<file path="src/rtl/wrsafe_rst_pkg.sv">
package wrsafe_rst_pkg;
  typedef enum logic [1:0] {
    ST_RUN     = 2'd0,
    ST_WAIT_WR = 2'd1,
    ST_HOLD    = 2'd2
  } seq_st_e;

  localparam int unsigned DIV_W      = 2;
  localparam logic [DIV_W-1:0] DIV_SLOW = 2'd3;  // code n => divide by 2^n
  localparam int unsigned BASE_CLKS  = 2;        // bus cycle length without waits
endpackage

</file>
<file path="src/rtl/wrsafe_rst_sync.sv">
module wrsafe_rst_sync #(
  parameter int unsigned STAGES = 2
) (
  input  logic clk_i,
  input  logic rst_ni,
  input  logic d_i,
  output logic q_o
);
  logic [STAGES-1:0] q;

  // resets to 0: a request is seen as asserted until the pin is sampled
  generate
    if (STAGES == 1) begin : g_one
      always_ff @(posedge clk_i or negedge rst_ni) begin
        if (!rst_ni) q <= '0;
        else         q <= d_i;
      end
    end else begin : g_chain
      always_ff @(posedge clk_i or negedge rst_ni) begin
        if (!rst_ni) q <= '0;
        else         q <= {q[STAGES-2:0], d_i};
      end
    end
  endgenerate

  assign q_o = q[STAGES-1];
endmodule

</file>
<file path="src/rtl/wrsafe_rst_fsm.sv">
module wrsafe_rst_fsm
  import wrsafe_rst_pkg::*;
#(
  parameter int unsigned MIN_CYC = 128
) (
  input  logic clk_i,
  input  logic rst_ni,
  input  logic req_i,      // synchronized request, active high
  input  logic wr_busy_i,
  output logic in_rst_o
);
  localparam int unsigned CNT_W = (MIN_CYC > 1) ? $clog2(MIN_CYC) : 1;
  localparam logic [CNT_W-1:0] CNT_LAST = CNT_W'(MIN_CYC - 1);

  seq_st_e st_q, st_d;
  logic [CNT_W-1:0] cnt_q, cnt_d;

  always_comb begin
    st_d  = st_q;
    cnt_d = cnt_q;
    unique case (st_q)
      ST_RUN: begin
        if (req_i) begin
          st_d  = wr_busy_i ? ST_WAIT_WR : ST_HOLD;
          cnt_d = '0;
        end
      end
      ST_WAIT_WR: begin
        // full minimum runs even if the request was already withdrawn
        if (!wr_busy_i) begin
          st_d  = ST_HOLD;
          cnt_d = '0;
        end
      end
      ST_HOLD: begin
        if (cnt_q == CNT_LAST) begin
          if (!req_i) st_d = ST_RUN;
        end else begin
          cnt_d = cnt_q + 1'b1;
        end
      end
      default: begin
        st_d  = ST_HOLD;
        cnt_d = '0;
      end
    endcase
  end

  always_ff @(posedge clk_i or negedge rst_ni) begin
    if (!rst_ni) begin
      st_q  <= ST_HOLD;
      cnt_q <= '0;
    end else begin
      st_q  <= st_d;
      cnt_q <= cnt_d;
    end
  end

  assign in_rst_o = (st_q == ST_HOLD);
endmodule

</file>
<file path="src/rtl/wrsafe_rst_gate.sv">
module wrsafe_rst_gate
  import wrsafe_rst_pkg::*;
#(
  parameter int unsigned N_CTRL = 6
) (
  input  logic              in_rst_i,
  input  logic [N_CTRL-1:0] ctrl_n_i,
  input  logic              cs1_n_i,
  input  logic              cs1_oe_i,
  input  logic [DIV_W-1:0]  cpu_div_i,
  input  logic [DIV_W-1:0]  per_div_i,
  output logic [N_CTRL-1:0] ctrl_n_o,
  output logic              cs1_n_o,
  output logic              cs1_oe_o,
  output logic [DIV_W-1:0]  cpu_div_o,
  output logic [DIV_W-1:0]  per_div_o
);
  genvar i;
  generate
    for (i = 0; i < N_CTRL; i++) begin : g_strb
      assign ctrl_n_o[i] = ctrl_n_i[i] | in_rst_i;
    end
  endgenerate

  // pad released; external pull-up keeps the RAM deselected
  assign cs1_oe_o  = cs1_oe_i & ~in_rst_i;
  assign cs1_n_o   = cs1_n_i | in_rst_i;
  assign cpu_div_o = in_rst_i ? DIV_SLOW : cpu_div_i;
  assign per_div_o = in_rst_i ? DIV_SLOW : per_div_i;
endmodule

</file>
<file path="src/rtl/wrsafe_rst_dflt.sv">
module wrsafe_rst_dflt
  import wrsafe_rst_pkg::*;
#(
  parameter int unsigned WAIT_W    = 4,
  parameter int unsigned WAIT_DFLT = 4,
  parameter int unsigned ADDR_W    = 16,
  parameter int unsigned VEC_W     = 8,
  parameter int unsigned SEL_W     = 2,
  parameter int unsigned FETCH_W   = 8
) (
  input  logic [DIV_W-1:0]   cpu_div_i,
  output logic [FETCH_W-1:0] fetch_clks_o,
  output logic [WAIT_W-1:0]  wait_o,
  output logic [SEL_W-1:0]   cs_sel_o,
  output logic [SEL_W-1:0]   oe_sel_o,
  output logic               we_en_o,
  output logic [ADDR_W-1:0]  sp_o,
  output logic [ADDR_W-1:0]  pc_o,
  output logic [VEC_W-1:0]   iir_o,
  output logic [VEC_W-1:0]   eir_o,
  output logic [VEC_W-1:0]   ip_o
);
  localparam logic [31:0] BUS_CLKS = 32'(BASE_CLKS + WAIT_DFLT);

  assign wait_o   = WAIT_W'(WAIT_DFLT);
  assign cs_sel_o = '0;
  assign oe_sel_o = '0;
  assign we_en_o  = 1'b0;
  assign sp_o     = '0;
  assign pc_o     = '0;
  assign iir_o    = '0;
  assign eir_o    = '0;
  assign ip_o     = '1;  // every interrupt level masked

  logic [31:0] fetch_full;
  assign fetch_full   = BUS_CLKS << cpu_div_i;
  assign fetch_clks_o = fetch_full[FETCH_W-1:0];
endmodule

</file>
<file path="src/rtl/wrsafe_rst_seq.sv">
module wrsafe_rst_seq
  import wrsafe_rst_pkg::*;
#(
  parameter int unsigned MIN_CYC   = 128,
  parameter int unsigned N_CTRL    = 6,
  parameter int unsigned SYNC_STG  = 2,
  parameter int unsigned WAIT_W    = 4,
  parameter int unsigned WAIT_DFLT = 4,
  parameter int unsigned ADDR_W    = 16,
  parameter int unsigned VEC_W     = 8,
  parameter int unsigned SEL_W     = 2,
  parameter int unsigned FETCH_W   = 8
) (
  input  logic               clk_i,
  input  logic               rst_ni,
  input  logic               sys_rst_ni,
  input  logic               wr_busy_i,
  input  logic [N_CTRL-1:0]  ctrl_n_i,
  input  logic               cs1_n_i,
  input  logic               cs1_oe_i,
  input  logic [DIV_W-1:0]   cpu_div_i,
  input  logic [DIV_W-1:0]   per_div_i,
  output logic [N_CTRL-1:0]  ctrl_n_o,
  output logic               cs1_n_o,
  output logic               cs1_oe_o,
  output logic [DIV_W-1:0]   cpu_div_o,
  output logic [DIV_W-1:0]   per_div_o,
  output logic               rst_o,
  output logic [FETCH_W-1:0] fetch_clks_o,
  output logic [WAIT_W-1:0]  dflt_wait_o,
  output logic [SEL_W-1:0]   dflt_cs_sel_o,
  output logic [SEL_W-1:0]   dflt_oe_sel_o,
  output logic               dflt_we_en_o,
  output logic [ADDR_W-1:0]  dflt_sp_o,
  output logic [ADDR_W-1:0]  dflt_pc_o,
  output logic [VEC_W-1:0]   dflt_iir_o,
  output logic [VEC_W-1:0]   dflt_eir_o,
  output logic [VEC_W-1:0]   dflt_ip_o
);
  logic req_n_sync;
  logic in_rst;

  wrsafe_rst_sync #(.STAGES(SYNC_STG)) u_sync (
    .clk_i  (clk_i),
    .rst_ni (rst_ni),
    .d_i    (sys_rst_ni),
    .q_o    (req_n_sync)
  );

  wrsafe_rst_fsm #(.MIN_CYC(MIN_CYC)) u_fsm (
    .clk_i     (clk_i),
    .rst_ni    (rst_ni),
    .req_i     (~req_n_sync),
    .wr_busy_i (wr_busy_i),
    .in_rst_o  (in_rst)
  );

  wrsafe_rst_gate #(.N_CTRL(N_CTRL)) u_gate (
    .in_rst_i  (in_rst),
    .ctrl_n_i  (ctrl_n_i),
    .cs1_n_i   (cs1_n_i),
    .cs1_oe_i  (cs1_oe_i),
    .cpu_div_i (cpu_div_i),
    .per_div_i (per_div_i),
    .ctrl_n_o  (ctrl_n_o),
    .cs1_n_o   (cs1_n_o),
    .cs1_oe_o  (cs1_oe_o),
    .cpu_div_o (cpu_div_o),
    .per_div_o (per_div_o)
  );

  wrsafe_rst_dflt #(
    .WAIT_W(WAIT_W), .WAIT_DFLT(WAIT_DFLT), .ADDR_W(ADDR_W),
    .VEC_W(VEC_W), .SEL_W(SEL_W), .FETCH_W(FETCH_W)
  ) u_dflt (
    .cpu_div_i    (cpu_div_o),
    .fetch_clks_o (fetch_clks_o),
    .wait_o       (dflt_wait_o),
    .cs_sel_o     (dflt_cs_sel_o),
    .oe_sel_o     (dflt_oe_sel_o),
    .we_en_o      (dflt_we_en_o),
    .sp_o         (dflt_sp_o),
    .pc_o         (dflt_pc_o),
    .iir_o        (dflt_iir_o),
    .eir_o        (dflt_eir_o),
    .ip_o         (dflt_ip_o)
  );

  assign rst_o = in_rst;
endmodule

</file>
<file path="config.mk">
export PLATFORM = sky130hd
export DESIGN_NAME = wrsafe_rst_seq
export DESIGN_NICKNAME = d
export VERILOG_FILES = /design/src/rtl/wrsafe_rst_pkg.sv /design/src/rtl/wrsafe_rst_sync.sv /design/src/rtl/wrsafe_rst_fsm.sv /design/src/rtl/wrsafe_rst_gate.sv /design/src/rtl/wrsafe_rst_dflt.sv /design/src/rtl/wrsafe_rst_seq.sv
export SDC_FILE = /design/constraint.sdc
export NUM_CORES = 1
export LEC_CHECK = 0
export BUFFER_PORTS_ARGS = -buffer_cell sky130_fd_sc_hd__buf_2
export CAP_MARGIN = 20
export CORE_MARGIN = 2
export CORE_UTILIZATION = 34
export CTS_BUF_LIST = sky130_fd_sc_hd__clkbuf_16
export DETAILED_ROUTE_END_ITERATION = 10
export PLACE_DENSITY = 0.76
export SLEW_MARGIN = 40
export SYNTH_ARGS = -nofsm -noshare
export SYNTH_HDL_FRONTEND = slang
export SYNTH_SLANG_ARGS = --single-unit
</file>
<file path="constraint.sdc">
create_clock -name clk_i -period 1.44 [get_ports clk_i]
set_clock_uncertainty 0.2 [all_clocks]
set_input_delay 0.288 -clock clk_i [delete_from_list [all_inputs] [get_ports clk_i]]
set_output_delay 0.288 -clock clk_i [all_outputs]
set_load 0.005 [all_outputs]
</file>
* Word level (Yosys, flattened, before mapping) *
Index checks and enable logic that the tools add are counted.
Widths: inputs -> output; s select.

storage, ports and cells
  flip-flop bits (word level) = 11
  word-level logic and storage cells = 37
  RAM bits = 0
  ROM bits = 0
  memories = 0
  latch bits = 0

operators by class
  muxes and demuxes = 12
  equality and inequality tests = 8
  magnitude comparators = 0
  bitwise operators = 9
  divide/modulo/power cells = 0
  multipliers = 0
  add/sub/neg operators = 1
  reduce and logical (&&, ||, !) cells = 3
  shift operators = 1

operators by type and width
  cell                 number
  $mux 7               3
  $pmux 7 s3           1
  $mux 2               7
  $ne 2x2->1 const B   5
  $shl 3x2->8 const A  1
  $add 7x1->7 const B  1
  $eq 7x7->1 const B   1
  $or 1x1->1           7
  $pmux 2 s3           1
  $reduce_and 4->1     1
  $reduce_and 3->1     1
  $eq 2x1->1 const B   1
  $eq 2x2->1 const B   1
  $logic_not 2->1      1
  $and 1x1->1          1
  $not 1->1            1

* Longest topological paths before layout *
Gate-level depths: netlist of run 1.

  word-level depth = 3
  gate-level depth with buffers = 5

* By module *
Synthesis of run 1 repeated with hierarchy kept, for this count alone.

second synthesis, totals
  cells, all modules = 143
  area, all modules = 1197.4 µm²

by module, submodules not included
  module           cells each  area each (µm²)  instances  sequential area each (µm²)
  wrsafe_rst_dflt  75          558.0            1          0.0
  wrsafe_rst_fsm   52          496.7            1          226.5
  wrsafe_rst_gate  13          88.8             1          0.0
  wrsafe_rst_sync  2           50.0             1          50.0
  wrsafe_rst_seq   1           3.8              1          0.0

* Worst setup path before layout of run 1 *
OpenSTA, ideal clock, no wires.

  kind = reg2out
  from = reg u_fsm.st_q[1]
  to = out fetch_clks_o[1]
  arrival time = 1.058 ns
  cell stages (with the launch flop) = 5
  path slack = -0.106 ns
  cells stage by stage = dfstp_2 -> nand2b_4 -> nand2b_1 -> inv_1 -> ha_1

on the way
  longest elaborated chain between the ends = 3

ends and longest elaborated chain
  what                    RTL line               source
  from (decl)             wrsafe_rst_fsm.sv:15   seq_st_e st_q, st_d;
  from (signal assigned)  wrsafe_rst_fsm.sv:54   st_q <= st_d;
  $eq 2x2->1              wrsafe_rst_fsm.sv:59   assign in_rst_o = (st_q == ST_HOLD);
  $mux 2                  wrsafe_rst_gate.sv:28  assign cpu_div_o = in_rst_i ? DIV_SLOW : cpu_div_i;
  net cpu_div_o[1]        wrsafe_rst_seq.sv:26   output logic [DIV_W-1:0] cpu_div_o,
  $shl 3x2->8             wrsafe_rst_dflt.sv:36  assign fetch_full = BUS_CLKS << cpu_div_i;
  to (decl)               wrsafe_rst_seq.sv:29   output logic [FETCH_W-1:0] fetch_clks_o,

The timed path passes the listed nets, and every way through them passes these cells.

* Worst setup path in the final report of run 1 *
  from = reg u_fsm.st_q[1]
  to = out fetch_clks_o[3]

on the way
  longest elaborated chain between the ends = 3

ends and longest elaborated chain
  what         RTL line
  $eq 2x2->1   wrsafe_rst_fsm.sv:59
  $mux 2       wrsafe_rst_gate.sv:28
  $shl 3x2->8  wrsafe_rst_dflt.sv:36

Every way passes these cells.

==> results.py, run 1 <==
metrics = {
    "critical_path": {
        "reg2reg_to": "u_fsm.cnt_q[5]$_DFFE_PN0P_",
        "r2r-start": "u_fsm.st_q[1]$_DFFE_PN1P_",
        "slowest_stage": "dfstp_2",
        "worst_ep_arrival_time_ps": 1300,
        "setup.worst_path.start": "u_fsm.st_q[1]$_DFFE_PN1P_",
        "crit_chain": "nand2b_4 -> nand2b_4 -> ha_4 -> buf_6",
        "path_class": "reg2out",
        "crit_path_end_kind": "output pin",
        "setup.worst_path.start_class": "register",
        "required_ps": 950,
        "ff2ff_setup_slack_ps": -180,
        "path_common_cell": "nand2b_4",
        "crit_path_max_incr_delay_ps": 550,
        "crit_path_max_fanout": 5,
        "rr_worst_depth": 8,
    },
    "floorplan": {
        "die_h_um": 62.5,
        "die_area_mm2": 0.00390,
        "start_util": 0.351,
        "ios": 102,
        "rows": 21,
        "die_w_um": 62.5,
        "fp.coreArea_mm2": 0.00331,
    },
    "logic_synthesis": {
        "async_flop_share": 1.00,
        "synthFlopType": "dfrtp_1",
        "synth_seq_cells": 11,
        "syn_area_mm2": 0.00116,
        "yosysSeqAreaShare": 0.238,
        "synth_edf_count": 0,
        "netlist_instances": 138,
        "synth_warnings": 0,
        "syn_area_per_cell_um2": 8.42,
        "synth_cell_types": 28,
    },
    "routing": {
        "detail-route-antenna-nets": 0,
        "drcViolationCount": 0,
        "vias_per_cell": 3.84,
        "first_pass_iters": 4,
        "dr.first_iter.drc_count": 5,
        "vias": 914,
        "drt_wl_total_um": 2210,
        "wire_per_inst_um": 9.30,
    },
    "clock_network": {
        "cts_sinks": 11,
        "numCtsBuffers": 3,
        "clk_latency_ps": 240,
        "path_clk_slew_ps": 40,
        "htreeDepth": 1,
        "cts_buffer_depth": 2,
        "cts_root_buffer": "clkbuf_16",
        "cts_tree": "done",
    },
    "timing": {
        "final_max_slew_viol_count": 0,
        "finalSetupViolations": 25,
        "grt_setup_unrepaired": "yes",
        "finalCritPeriodShare": 1.24,
        "hold_ws_ps": 143,
        "worst_slack_ps": -352,
        "clock.fmax_mhz": 558,
        "final_hold_viol_count": 0,
        "fin_crit_ps": 1790,
        "final.setup.tns_ps": -5400,
    },
    "finish": {
        "fin_cells": 238,
        "nets": 212,
        "drive_gt1_frac": 0.396,
        "layout_common_cells": "conb_1 (68), buf_2 (25), buf_6 (14), buf_4 (13), dfrtp_1 (10)",
        "design_area_mm2": 0.00154,
        "syn_to_final_growth_pct": 32.8,
        "antenna_cells": 0,
        "final_common_cell": "conb_1",
        "fillers": 328,
        "finish.utilization": 0.466,
    },
    "placed_design": {
        "place_congestion": 0.743,
        "dp_hpwl_um": 1590,
        "place_area_mm2": 0.00123,
        "numPlacedInstances": 226,
        "dp_slack_ps": -107,
        "port_buffers": 33,
    },
    "power_and_ir_drop": {
        "power_density_mw_per_mm2": 1290,
        "ir_drop_mv": 0.751,
        "p_leak_nw": 0.802,
        "power_mw": 1.98,
    },
    "worst_hold_path": {
        "min_path_type": "in2reg",
        "hold_end": "u_fsm.st_q[0]$_DFFE_PN0P_",
        "hold_depth": 2,
        "hp-start": "wr_busy_i",
    },
    "global_route": {
        "grt-ovfl-total": 0,
        "grt_max_degree": 12,
        "antenna_found_initial": 0,
        "grt_pass1_vias": 739,
        "grt_pass1_wl_um": 3130,
        "grt.total_usage": 0.101,
    },
    "flow_run": {
        "maxCapViolations": 0,
    },
    "status": {
        "violations": "negative setup slack",
        "outcome": "finished, violations left",
    },
}
## synthesized netlist by cell type (2+ instances only)
library cell	instances	area (um2)
a21o_1	2	15.0
dfrtp_1	10	250
nand3_1	3	15.0
a21oi_1	7	35.0
ha_1	3	37.5
buf_4	69	518
nor3b_1	2	15.0
conb_1	2	7.51
inv_1	3	11.3
nand2_1	5	18.8
a41oi_1	2	17.5
nand4_1	2	12.5
o21ai_0	2	10.0
nand2b_1	12	75.1
## registers in the layout, summed over array words and instances (netlist names)
| name | cells |
|---|---|
| u_fsm.cnt_q | 7 |
| u_fsm.st_q | 2 |
| u_sync.q | 2 |
## kinds of logic (layout without fill, tap and decap cells)
logic type                 after synthesis  after routing  share of synthesized area
buffers and inverters                   74             62                      0.462
and+or+nand+nor                         31             31                      0.165
AOI/OAI and AO/OA                       17             17                     0.0969
DFF                                     11             11                      0.238
adders and majority gates                3              3                     0.0323
other                                    2             68                    0.00646
## report_power, final
group	leakage (nW)	switching (mW)	internal (mW)	total, mW
Sequential	0.129	0.114	0.425	0.539
Combinational	0.632	0.443	0.492	0.935
Clock	0.0423	0.145	0.365	0.510
## layer usage
| layer | track usage | share of wire |
|---|---|---|
| met2 | 0.188 | 0.55 |
| met5 | 0 | 0 |
| met3 | 0.0234 | 0.081 |
| met1 | 0.104 | 0.35 |
| met4 | 0.0500 | 0.019 |
## area by class of cell
cell class | count | area [um2] | share of cell area
Multi-Input combinational cell | 119 | 711 | 0.460
Timing Repair Buffer | 54 | 400 | 0.259
Sequential cell | 11 | 277 | 0.179
Clock buffer | 3 | 75.1 | 0.0486
Tap cell | 46 | 57.6 | 0.0373
Inverter | 4 | 20.0 | 0.0130
Clock inverter | 1 | 3.75 | 0.00243
## worst max-delay path by stage
| stage | to | slack [ps] | cells after the start |
|---|---|---|---|
| after floorplan | u_fsm.cnt_q[0]$_DFFE_PN0P_ | -60 | 5 |
| after global routing | fetch_clks_o[3] | -380 | 4 |
| after detailed placement | fetch_clks_o[1] | -110 | 5 |
| final | fetch_clks_o[3] | -350 | 4 |
| after CTS | fetch_clks_o[1] | -350 | 5 |
| after global placement | fetch_clks_o[1] | -100 | 5 |
## worst max-delay path, delay by kind of cell (launching register included)
kind,cells,cell delay (ps)
flip-flops,1,550
adder cells (fa/ha/maj),1,210
AND/OR/NAND/NOR,2,200
buffers and inverters,1,110
## timing repair
action | in CTS | in global routing
hold endpoints to repair | 12 | 0
resized for setup | 18 | 13
hold buffers | 2 | 0
buffers inserted | 3 | 3
endpoints found under the setup margin | 22 | 26
cloned | 0 | 0
pin swaps | 6 | 6
Note: power is estimated with default switching activity, not from simulation.
==> inputs of run 2 (changes only) <==
Settings changed: CTS_BUF_LIST sky130_fd_sc_hd__clkbuf_16 to default, SLEW_MARGIN 40 to default.
==> results.py, run 2 (synthesis gave the netlist of run 1 again) <==
metrics = {
    "status": {
        "outcome": "finished, violations left",
        "violations": "negative setup slack",
    },
    "finish": {
        "finish.utilization": 0.462,
        "regMostFlops": "u_fsm.cnt_q",
        "syn_to_final_growth_pct": 31.6,
        "multiInputGateArea_um2": 729,
        "antenna_cells": 0,
        "seq_area_um2": 277,
        "top_regs": "u_fsm.cnt_q x7, u_fsm.st_q x2, u_sync.q x2",
        "largest_reg_flops": 7,
        "final_common_cell": "conb_1",
        "layout_common_cells": "conb_1 (68), buf_2 (25), buf_6 (14), buf_4 (13), dfrtp_1 (10)",
        "drive_gt1_frac": 0.404,
        "fillers": 334,
        "nets": 213,
    },
    "timing": {
        "finalCritPeriodShare": 1.27,
        "grt_setup_unrepaired": "yes",
        "fin_crit_ps": 1830,
        "final_hold_viol_count": 0,
        "worst_slack_ps": -393,
        "clock.fmax_mhz": 546,
        "finalSetupViolations": 25,
        "final.setup.tns_ps": -6420,
        "final_max_slew_viol_count": 0,
    },
    "floorplan": {
        "die_h_um": 62.5,
        "die_w_um": 62.5,
        "ios": 102,
        "rows": 21,
        "die_area_mm2": 0.00390,
        "start_util": 0.351,
        "fp.coreArea_mm2": 0.00331,
    },
    "global_route": {
        "grt-ovfl-total": 0,
        "grt.total_usage": 0.0976,
        "grt_max_degree": 12,
        "grt_pass1_vias": 769,
        "grt_pass1_wl_um": 3140,
        "antenna_found_initial": 0,
    },
    "clock_network": {
        "cts_buffer_depth": 2,
        "path_clk_slew_ps": 70,
        "clk_latency_ps": 280,
        "cts_tree": "done",
        "cts_sinks": 11,
        "cts_root_buffer": "clkbuf_4",
        "numCtsBuffers": 3,
        "htreeDepth": 1,
    },
    "routing": {
        "first_pass_iters": 4,
        "drt_wl_total_um": 2210,
        "dr.first_iter.drc_count": 9,
        "drcViolationCount": 0,
        "vias_per_cell": 3.76,
        "vias": 899,
        "wire_per_inst_um": 9.23,
        "detail-route-antenna-nets": 0,
    },
    "critical_path": {
        "path_class": "reg2out",
        "crit_path_max_fanout": 5,
        "crit_path_end_kind": "output pin",
        "setup.worst_path.start_class": "register",
        "required_ps": 950,
        "worst_ep_arrival_time_ps": 1340,
    },
    "placed_design": {
        "place_congestion": 0.743,
        "dp_hpwl_um": 1590,
        "port_buffers": 33,
    },
    "power_and_ir_drop": {
        "p_leak_nw": 0.791,
        "power_mw": 1.75,
        "ir_drop_mv": 0.599,
        "power_density_mw_per_mm2": 1140,
    },
    "flow_run": {
        "maxCapViolations": 0,
    },
    "worst_hold_path": {
        "min_path_type": "in2reg",
    },
}
## run 2: layout make-up
type,count,area share
Sequential cell,11,0.181
Tap cell,46,0.0376
Inverter,4,0.0131
Multi-Input combinational cell,119,0.477
Clock buffer,4,0.0172
Timing Repair Buffer,55,0.275
## run 2: worst paths after layout
check | startpoint | end | slack, ps | cells after the start
worst max register to register | u_fsm.st_q[1]$_DFFE_PN1P_ | u_fsm.cnt_q[5]$_DFFE_PN0P_ | -190 | 8
min in group asynchronous | rst_ni | u_fsm.cnt_q[0]$_DFFE_PN0P_ | 210 | 2
worst min register to register | u_sync.q[0]$_DFF_PN0_ | u_sync.q[1]$_DFF_PN0_ | 160 | 0
worst max-delay path | u_fsm.st_q[1]$_DFFE_PN1P_ | fetch_clks_o[3] | -390 | 4
worst min-delay path | wr_busy_i | u_fsm.st_q[0]$_DFFE_PN0P_ | 100 | 2
max in group asynchronous | rst_ni | u_fsm.st_q[1]$_DFFE_PN1P_ | 570 | 2
## run 2: where the power goes
part | leakage (nW) | internal, mW | switching, mW | total [mW]
Clock | 0.0150 | 0.107 | 0.112 | 0.220
Combinational | 0.648 | 0.526 | 0.456 | 0.983
Sequential | 0.129 | 0.423 | 0.123 | 0.546
Total | 0.791 | 1.06 | 0.691 | 1.75
## run 2: layer usage
layer,routed length (um),vias up,global-route usage
li1,-,421,-
met1,770,420,0.101
met2,1200,51,0.184
met3,182,7,0.0234
met4,53,0,0.0444
met5,0,-,0
## run 2: what timing repair did
item,4_1_cts,5_1_grt
hold endpoints to repair,12,0
buffers inserted,3,4
hold buffers,2,0
endpoints found under the setup margin,22,26
pin swaps,6,7
cloned,0,0
gates resized for setup,18,16
## run 2: metrics by stage
stage / std cells / setup slack [ps] / hold WS (ps) / cell area, um2
6_report: 239 / -393 / 97.8 / 1530
4_1_cts: 235 / -386 / 107 / 1380
2_1_floorplan: 204 / -60.6 / -208 / 1440
3_3_place_gp: 226 / -96.3 / -26.4 / 1230
3_5_place_dp: 226 / -107 / -26.0 / 1230
5_1_grt: 239 / -441 / 105 / 1530
## run 2: worst max-delay path, cell delays in order, from the launching register on
cell      delay [ps]
dfstp_2          560
nand2b_4          90
nand2b_4         110
ha_4             210
buf_6            110
